<file path="src/rtl/lsr_pkg.sv">
package lsr_pkg;
  typedef struct packed {
    logic perr;
    logic ferr;
    logic brk;
  } err_tag_t;

  typedef struct packed {
    logic [7:0] data;
    err_tag_t   tag;
  } rx_entry_t;

  // Keep the low 5..8 bits depending on the length code.
  function automatic logic [7:0] len_mask(input logic [1:0] code);
    return 8'hFF >> (2'd3 - code);
  endfunction

  function automatic logic tag_any(input err_tag_t t);
    return t.perr | t.ferr | t.brk;
  endfunction
endpackage

</file>
<file path="src/rtl/rx_tag_fifo.sv">
module rx_tag_fifo
  import lsr_pkg::*;
#(
  parameter int DEPTH = 16
) (
  input  logic       clk,
  input  logic       rst_n,
  input  logic       fifo_mode,
  input  logic       flush,
  input  logic       push_req,
  input  logic [7:0] push_data,
  input  err_tag_t   push_tag,
  input  logic       pop_req,
  output logic [7:0] head_data,
  output logic       head_evt,
  output err_tag_t   head_tag_nxt,
  output logic       overrun_evt,
  output logic       not_empty,
  output logic       full,
  output logic       err_any_nxt
);
  localparam int AW = $clog2(DEPTH);
  localparam logic [AW:0]   DEPTH_C = DEPTH[AW:0];
  localparam logic [AW:0]   CNT_ONE = 1;
  localparam logic [AW-1:0] PTR_ONE = 1;

  rx_entry_t mem [DEPTH];
  logic [AW-1:0] wr_ptr, rd_ptr;
  logic [AW:0]   count, count_nxt;
  logic [AW:0]   err_cnt, err_cnt_nxt;
  logic          push, pop;

  always_comb begin
    full        = fifo_mode ? (count == DEPTH_C) : (count != '0);
    push        = push_req & ~full & ~flush;
    overrun_evt = push_req & full & ~flush;
    pop         = pop_req & (count != '0) & ~flush;
    not_empty   = (count != '0);
    head_data   = mem[rd_ptr].data;
    head_evt    = (push & (count == '0)) | (pop & ((count > CNT_ONE) | push));
    head_tag_nxt = (count > CNT_ONE) ? mem[rd_ptr + PTR_ONE].tag : push_tag;
  end

  always_comb begin
    if (flush) begin
      count_nxt   = '0;
      err_cnt_nxt = '0;
    end else begin
      count_nxt   = count;
      err_cnt_nxt = err_cnt;
      if (push) begin
        count_nxt = count_nxt + CNT_ONE;
        if (tag_any(push_tag)) err_cnt_nxt = err_cnt_nxt + CNT_ONE;
      end
      if (pop) begin
        count_nxt = count_nxt - CNT_ONE;
        if (tag_any(mem[rd_ptr].tag)) err_cnt_nxt = err_cnt_nxt - CNT_ONE;
      end
    end
    err_any_nxt = (err_cnt_nxt != '0);
  end

  always_ff @(posedge clk or negedge rst_n) begin
    if (!rst_n) begin
      wr_ptr  <= '0;
      rd_ptr  <= '0;
      count   <= '0;
      err_cnt <= '0;
    end else begin
      count   <= count_nxt;
      err_cnt <= err_cnt_nxt;
      if (flush) begin
        wr_ptr <= '0;
        rd_ptr <= '0;
      end else begin
        if (push) wr_ptr <= wr_ptr + PTR_ONE;
        if (pop)  rd_ptr <= rd_ptr + PTR_ONE;
      end
    end
  end

  always_ff @(posedge clk) begin
    if (push) mem[wr_ptr] <= '{data: push_data, tag: push_tag};
  end
endmodule

</file>
<file path="src/rtl/lsr_flags.sv">
module lsr_flags
  import lsr_pkg::*;
(
  input  logic     clk,
  input  logic     rst_n,
  input  logic     fifo_mode,
  input  logic     lsr_rd,
  input  logic     overrun_evt,
  input  logic     head_evt,
  input  err_tag_t head_tag,
  input  logic     err_any_nxt,
  output logic     oe,
  output logic     pe,
  output logic     fe,
  output logic     bi,
  output logic     rx_err
);
  always_ff @(posedge clk or negedge rst_n) begin
    if (!rst_n) begin
      oe     <= 1'b0;
      pe     <= 1'b0;
      fe     <= 1'b0;
      bi     <= 1'b0;
      rx_err <= 1'b0;
    end else begin
      oe <= overrun_evt | (oe & ~lsr_rd);
      pe <= (head_evt & head_tag.perr) | (pe & ~lsr_rd);
      fe <= (head_evt & head_tag.ferr) | (fe & ~lsr_rd);
      bi <= (head_evt & head_tag.brk)  | (bi & ~lsr_rd);
      if (!fifo_mode)       rx_err <= 1'b0;
      else if (err_any_nxt) rx_err <= 1'b1;
      else if (lsr_rd)      rx_err <= 1'b0;
    end
  end
endmodule

</file>
<file path="src/rtl/tx_empty_ctrl.sv">
module tx_empty_ctrl (
  input  logic clk,
  input  logic rst_n,
  input  logic fifo_mode,
  input  logic thr_wr,
  input  logic thr_to_tsr,
  input  logic tx_fifo_empty,
  input  logic tsr_empty,
  input  logic ier_thre,
  output logic thre,
  output logic temt,
  output logic irq,
  output logic thre_rise
);
  logic txe_q;
  logic set_c;

  always_comb begin
    set_c     = fifo_mode ? (tx_fifo_empty & ~txe_q) : thr_to_tsr;
    thre_rise = set_c & ~thre & ~thr_wr;
    temt      = tsr_empty & (fifo_mode ? tx_fifo_empty : thre);
  end

  always_ff @(posedge clk or negedge rst_n) begin
    if (!rst_n) begin
      txe_q <= 1'b1;
      thre  <= 1'b1;
      irq   <= 1'b0;
    end else begin
      txe_q <= tx_fifo_empty;
      if (thr_wr)     thre <= 1'b0;
      else if (set_c) thre <= 1'b1;
      if (!ier_thre || thr_wr) irq <= 1'b0;
      else if (thre_rise)      irq <= 1'b1;
    end
  end
endmodule

</file>
<file path="src/rtl/lsr_unit.sv">
module lsr_unit
  import lsr_pkg::*;
#(
  parameter int DEPTH = 16
) (
  input  logic       clk,
  input  logic       rst_n,
  input  logic       fifo_mode,
  input  logic [1:0] char_len,
  input  logic       rx_valid,
  input  logic [7:0] rx_data,
  input  logic       rx_perr,
  input  logic       rx_ferr,
  input  logic       rx_brk,
  input  logic       rbr_rd,
  input  logic       lsr_rd,
  input  logic       thr_wr,
  input  logic       thr_to_tsr,
  input  logic       tx_fifo_empty,
  input  logic       tsr_empty,
  input  logic       ier_thre,
  output logic [7:0] lsr,
  output logic [7:0] rx_dout,
  output logic       thre_irq
);
  logic     mode_q, flush;
  logic     head_evt, overrun_evt, not_empty, rx_full, err_any_nxt;
  err_tag_t in_tag, head_tag;
  logic     oe, pe, fe, bi, rx_err, thre, temt, thre_rise;

  assign flush  = fifo_mode ^ mode_q;
  assign in_tag = '{perr: rx_perr, ferr: rx_ferr, brk: rx_brk};

  always_ff @(posedge clk or negedge rst_n) begin
    if (!rst_n) mode_q <= 1'b0;
    else        mode_q <= fifo_mode;
  end

  rx_tag_fifo #(.DEPTH(DEPTH)) fifo_i (
    .clk(clk), .rst_n(rst_n), .fifo_mode(fifo_mode), .flush(flush),
    .push_req(rx_valid), .push_data(rx_data & len_mask(char_len)),
    .push_tag(in_tag), .pop_req(rbr_rd), .head_data(rx_dout),
    .head_evt(head_evt), .head_tag_nxt(head_tag), .overrun_evt(overrun_evt),
    .not_empty(not_empty), .full(rx_full), .err_any_nxt(err_any_nxt)
  );

  lsr_flags flags_i (
    .clk(clk), .rst_n(rst_n), .fifo_mode(fifo_mode), .lsr_rd(lsr_rd),
    .overrun_evt(overrun_evt), .head_evt(head_evt), .head_tag(head_tag),
    .err_any_nxt(err_any_nxt), .oe(oe), .pe(pe), .fe(fe), .bi(bi),
    .rx_err(rx_err)
  );

  tx_empty_ctrl tx_i (
    .clk(clk), .rst_n(rst_n), .fifo_mode(fifo_mode), .thr_wr(thr_wr),
    .thr_to_tsr(thr_to_tsr), .tx_fifo_empty(tx_fifo_empty),
    .tsr_empty(tsr_empty), .ier_thre(ier_thre), .thre(thre), .temt(temt),
    .irq(thre_irq), .thre_rise(thre_rise)
  );

  assign lsr = {rx_err, temt, thre, bi, fe, pe, oe, not_empty};
endmodule

</file>
<file path="config.mk">
export PLATFORM = sky130hd
export DESIGN_NAME = lsr_unit
export DESIGN_NICKNAME = d
export VERILOG_FILES = /design/src/rtl/lsr_pkg.sv /design/src/rtl/rx_tag_fifo.sv /design/src/rtl/lsr_flags.sv /design/src/rtl/tx_empty_ctrl.sv /design/src/rtl/lsr_unit.sv
export SDC_FILE = /design/constraint.sdc
export NUM_CORES = 1
export LEC_CHECK = 0
export ABC_AREA = 1
export BUFFER_PORTS_ARGS = -buffer_cell sky130_fd_sc_hd__buf_2
export CORE_ASPECT_RATIO = 1.1
export CORE_MARGIN = 10
export CORE_UTILIZATION = 59
export DETAILED_ROUTE_END_ITERATION = 10
export PLACE_DENSITY = 0.77
export SLEW_MARGIN = 20
export SYNTH_ARGS = -nofsm -noshare
export SYNTH_HDL_FRONTEND = slang
export SYNTH_SLANG_ARGS = --single-unit
</file>
<file path="constraint.sdc">
create_clock -name clk -period 2.8 [get_ports clk]
set_input_delay 0.28 -clock clk [delete_from_list [all_inputs] [get_ports clk]]
set_output_delay 0.28 -clock clk [all_outputs]
set_load 0.01 [all_outputs]
</file>
==> results.sh <==
export IMPL_synth_area_leaders="edfxtp_1, nand2_1, dfrtp_1"
export IMPL_initial_core_util_pct=59.9
export IMPL_syn_to_final_growth_pct=14.0
export IMPL_tightest_slew_ns=0.826
export IMPL_switching_share_pct=32.8
export IMPL_p_seq_share_pct=41.1
export IMPL_syn_area_um2=8940
export IMPL_critPathKind="reg2out"
export IMPL_route_detailed_drc=0
export IMPL_finalHoldViolCount=0
export IMPL_grt_pass1_wl_um=34000
export IMPL_ant_nets=0
export IMPL_ys_ff_latch=203
export IMPL_drive_gt1_share_pct=14.8
export IMPL_die_area_um2=20500
export IMPL_wl_per_cell_um=20.0
export IMPL_ys_warn_count=0
export IMPL_cp_data_arrival_time_ns=2.37
export IMPL_switchingPower_mw=2.86
export IMPL_avgSynthCellArea_um2=11.0
export IMPL_io_pins=41
export IMPL_grt_pass1_vias=6436
export IMPL_rows=47
export IMPL_clock_root_buffer="clkbuf_16"
export IMPL_routed_wl_um=21700
export IMPL_vias=6475
export IMPL_dp_hpwl_um=14500
export IMPL_numPortBuffers=40
export IMPL_synth_edf_count=176
export IMPL_crit_path_max_fanout=57
export IMPL_htree_levels=1
export IMPL_cts_num_sinks=203
export IMPL_fmax_ghz=0.377
export IMPL_multi_input_area_um2=2580
export IMPL_slew_limit_headroom_pct=44.9
export IMPL_setup_slack_ns=0.149
export IMPL_timing_setup_tns_ns=0
export IMPL_power_total_mw=8.74
export IMPL_fin_skew_ns=0.0108
export IMPL_slew_violations=0
export IMPL_pwr_share_comb_pct=28.0
export IMPL_synth_ff_type="edfxtp_1"
export IMPL_syn_inst=811
export IMPL_maxCapViolations=0
export IMPL_die_h_um=149
export IMPL_core_area_um2=14900
export IMPL_seq_area_um2=5960
export IMPL_status="finished clean"
export IMPL_endpoint_kind="output pin"
export IMPL_rrSetupSlack_ns=0.40
export IMPL_min_path_type="in2reg"
export IMPL_grt_total_usage_pct=21.2
export IMPL_p_int_mw=5.87
export IMPL_insertion_delay_ns=0.49
export IMPL_syn_num_nets=846
export IMPL_die_w_um=137
export IMPL_grt_max_degree=82
export IMPL_gp_congestion=0.928
export IMPL_ir_drop_mv=0.752
export IMPL_fin_crit_ns=2.65
export IMPL_critPathLaunchType="flip-flop"
export IMPL_grt_antenna_before_repair=1
export IMPL_clockBufferDepth=3
export IMPL_setup_viol=0
export IMPL_async_flop_share_pct=13.3
export IMPL_drt_first_pass_iters=5
export IMPL_power_density_nw_per_um2=857
export IMPL_synth_top_area_share_pct=59.1
export IMPL_yosysTopAreaCell="edfxtp_1"
export IMPL_nets=908
export IMPL_drt_initial_drc_count=970
export IMPL_num_fill_cells=1087
export IMPL_path_clk_slew_ns=0.06
export IMPL_power_leakage_nw=3.96
export IMPL_cts_tree="yes"
export IMPL_cts_made_buffers=20
export IMPL_yosysUniqueCellTypes=42
export IMPL_dp_slack_ns=0.382
export IMPL_p_clk_share_pct=30.9
export IMPL_cp_required_ns=2.52
export IMPL_fin_crit_sh_pct=94.7
export IMPL_rsz0062_at_grt="no"
export IMPL_gr_total_overflow=0
export IMPL_via_per_inst=5.97
export IMPL_yosysSeqAreaShare_pct=66.7
## cell type report
class | instances | area share (%)
Tap cell | 196 | 2.41
Clock buffer | 24 | 5.46
Sequential cell | 203 | 58.5
Inverter | 51 | 1.95
Antenna cell | 1 | 0.0245
Timing Repair Buffer | 81 | 5.28
Clock inverter | 12 | 1.09
Multi-Input combinational cell | 516 | 25.3
## synth_stat cells, types with 11 or more instances
| library cell | count |
|---|---|
| a21oi_1 | 44 |
| buf_2 | 16 |
| clkbuf_1 | 16 |
| dfrtp_1 | 25 |
| edfxtp_1 | 176 |
| ha_1 | 11 |
| inv_1 | 47 |
| nand2_1 | 169 |
| nand3_1 | 53 |
| nor2_1 | 87 |
| o21ai_0 | 70 |
| o22ai_1 | 13 |
## worst max-delay path, cell delays in order (launching register included)
cell,delay [ns]
dfrtp_2,0.51
inv_6,0.23
buf_12,0.28
nand2_1,0.14
a221oi_1,0.33
o21ai_0,0.14
nand2_1,0.08
buf_2,0.14
## stage by stage
stage          util (%)  hold slack (ns)  area (um2)  std cells
2_1_floorplan         -          -0.0156        8940        811
3_3_place_gp       63.6            0.327        9490       1045
3_5_place_dp       63.6            0.340        9490       1045
4_1_cts            68.2          0.00289       10200       1083
5_1_grt            68.2          0.00550       10200       1083
6_report           68.3          0.00813       10200       1084
## per-layer routing
layer  GRT usage, %  share of wire [%]  up-vias
met5              0                  0        -
met4           8.12                2.8        0
met3           3.64                9.0       36
met2           34.8                 49      322
met1           27.4                 40     3123
li1               -                  -     2994
## placed cells by master, fill, tap and decap left out, types with 6 or more instances in the layout
| master | count |
|---|---|
| edfxtp_1 | 176 |
| nand2_1 | 169 |
| nor2_1 | 87 |
| o21ai_0 | 70 |
| nand3_1 | 53 |
| inv_1 | 46 |
| a21oi_1 | 44 |
| buf_2 | 40 |
| buf_4 | 37 |
| dfrtp_1 | 24 |
| clkbuf_16 | 21 |
| o22ai_1 | 13 |
| ha_1 | 11 |
| nand4_1 | 9 |
| a221oi_1 | 8 |
| o221ai_1 | 8 |
| xor2_1 | 6 |
## kinds of logic (layout without fill, tap and decap cells)
| group | after synthesis | in the layout | synth area share [%] |
|---|---|---|---|
| other | 0 | 1 | 0 |
| AOI/OAI and AO/OA | 162 | 162 | 10.6 |
| xor gates and xnor gates | 10 | 10 | 1.06 |
| buffers and inverters | 92 | 168 | 4.53 |
| adders and majority gates | 11 | 11 | 1.54 |
| and+or+nand+nor | 333 | 333 | 15.6 |
| DFF | 203 | 203 | 66.7 |
## state kept, by name, summed over array words and instances (netlist names), 4 cells and up
name / flops
fifo_i.count: 5
fifo_i.err_cnt: 5
fifo_i.mem: 176
fifo_i.rd_ptr: 4
fifo_i.wr_ptr: 4
## final timing paths
check	start	endpoint	cells after the start
max	fifo_i.rd_ptr[0]$_DFFE_PN0P_	rx_dout[3]	7
min	fifo_mode	mode_q$_DFF_PN0_	1
max reg2reg	fifo_i.count[1]$_DFF_PN0_	fifo_i.mem[14][6]$_DFFE_PP_	9
min reg2reg	flags_i.pe$_DFF_PN0_	flags_i.pe$_DFF_PN0_	2
max in group asynchronous	rst_n	fifo_i.rd_ptr[0]$_DFFE_PN0P_	2
min in group asynchronous	rst_n	flags_i.pe$_DFF_PN0_	2
## power by group through the flow
stage | Clock, mW | Combinational [mW] | Sequential (mW)
after detailed placement | 0 | 2.40 | 3.65
after global routing | 2.85 | 2.72 | 3.60
after CTS | 2.72 | 2.42 | 3.59
final | 2.70 | 2.44 | 3.59
after global placement | 0 | 2.33 | 3.64
after floorplan | 0 | 1.72 | 3.60
## what timing repair did
action,in CTS,in global routing
cloned,0,0
endpoints found under the setup margin,4,4
resized for setup,1,2
hold endpoints to repair,26,0
hold buffers,2,0
buffers inserted,0,0
(Power assumes the default switching activity.)
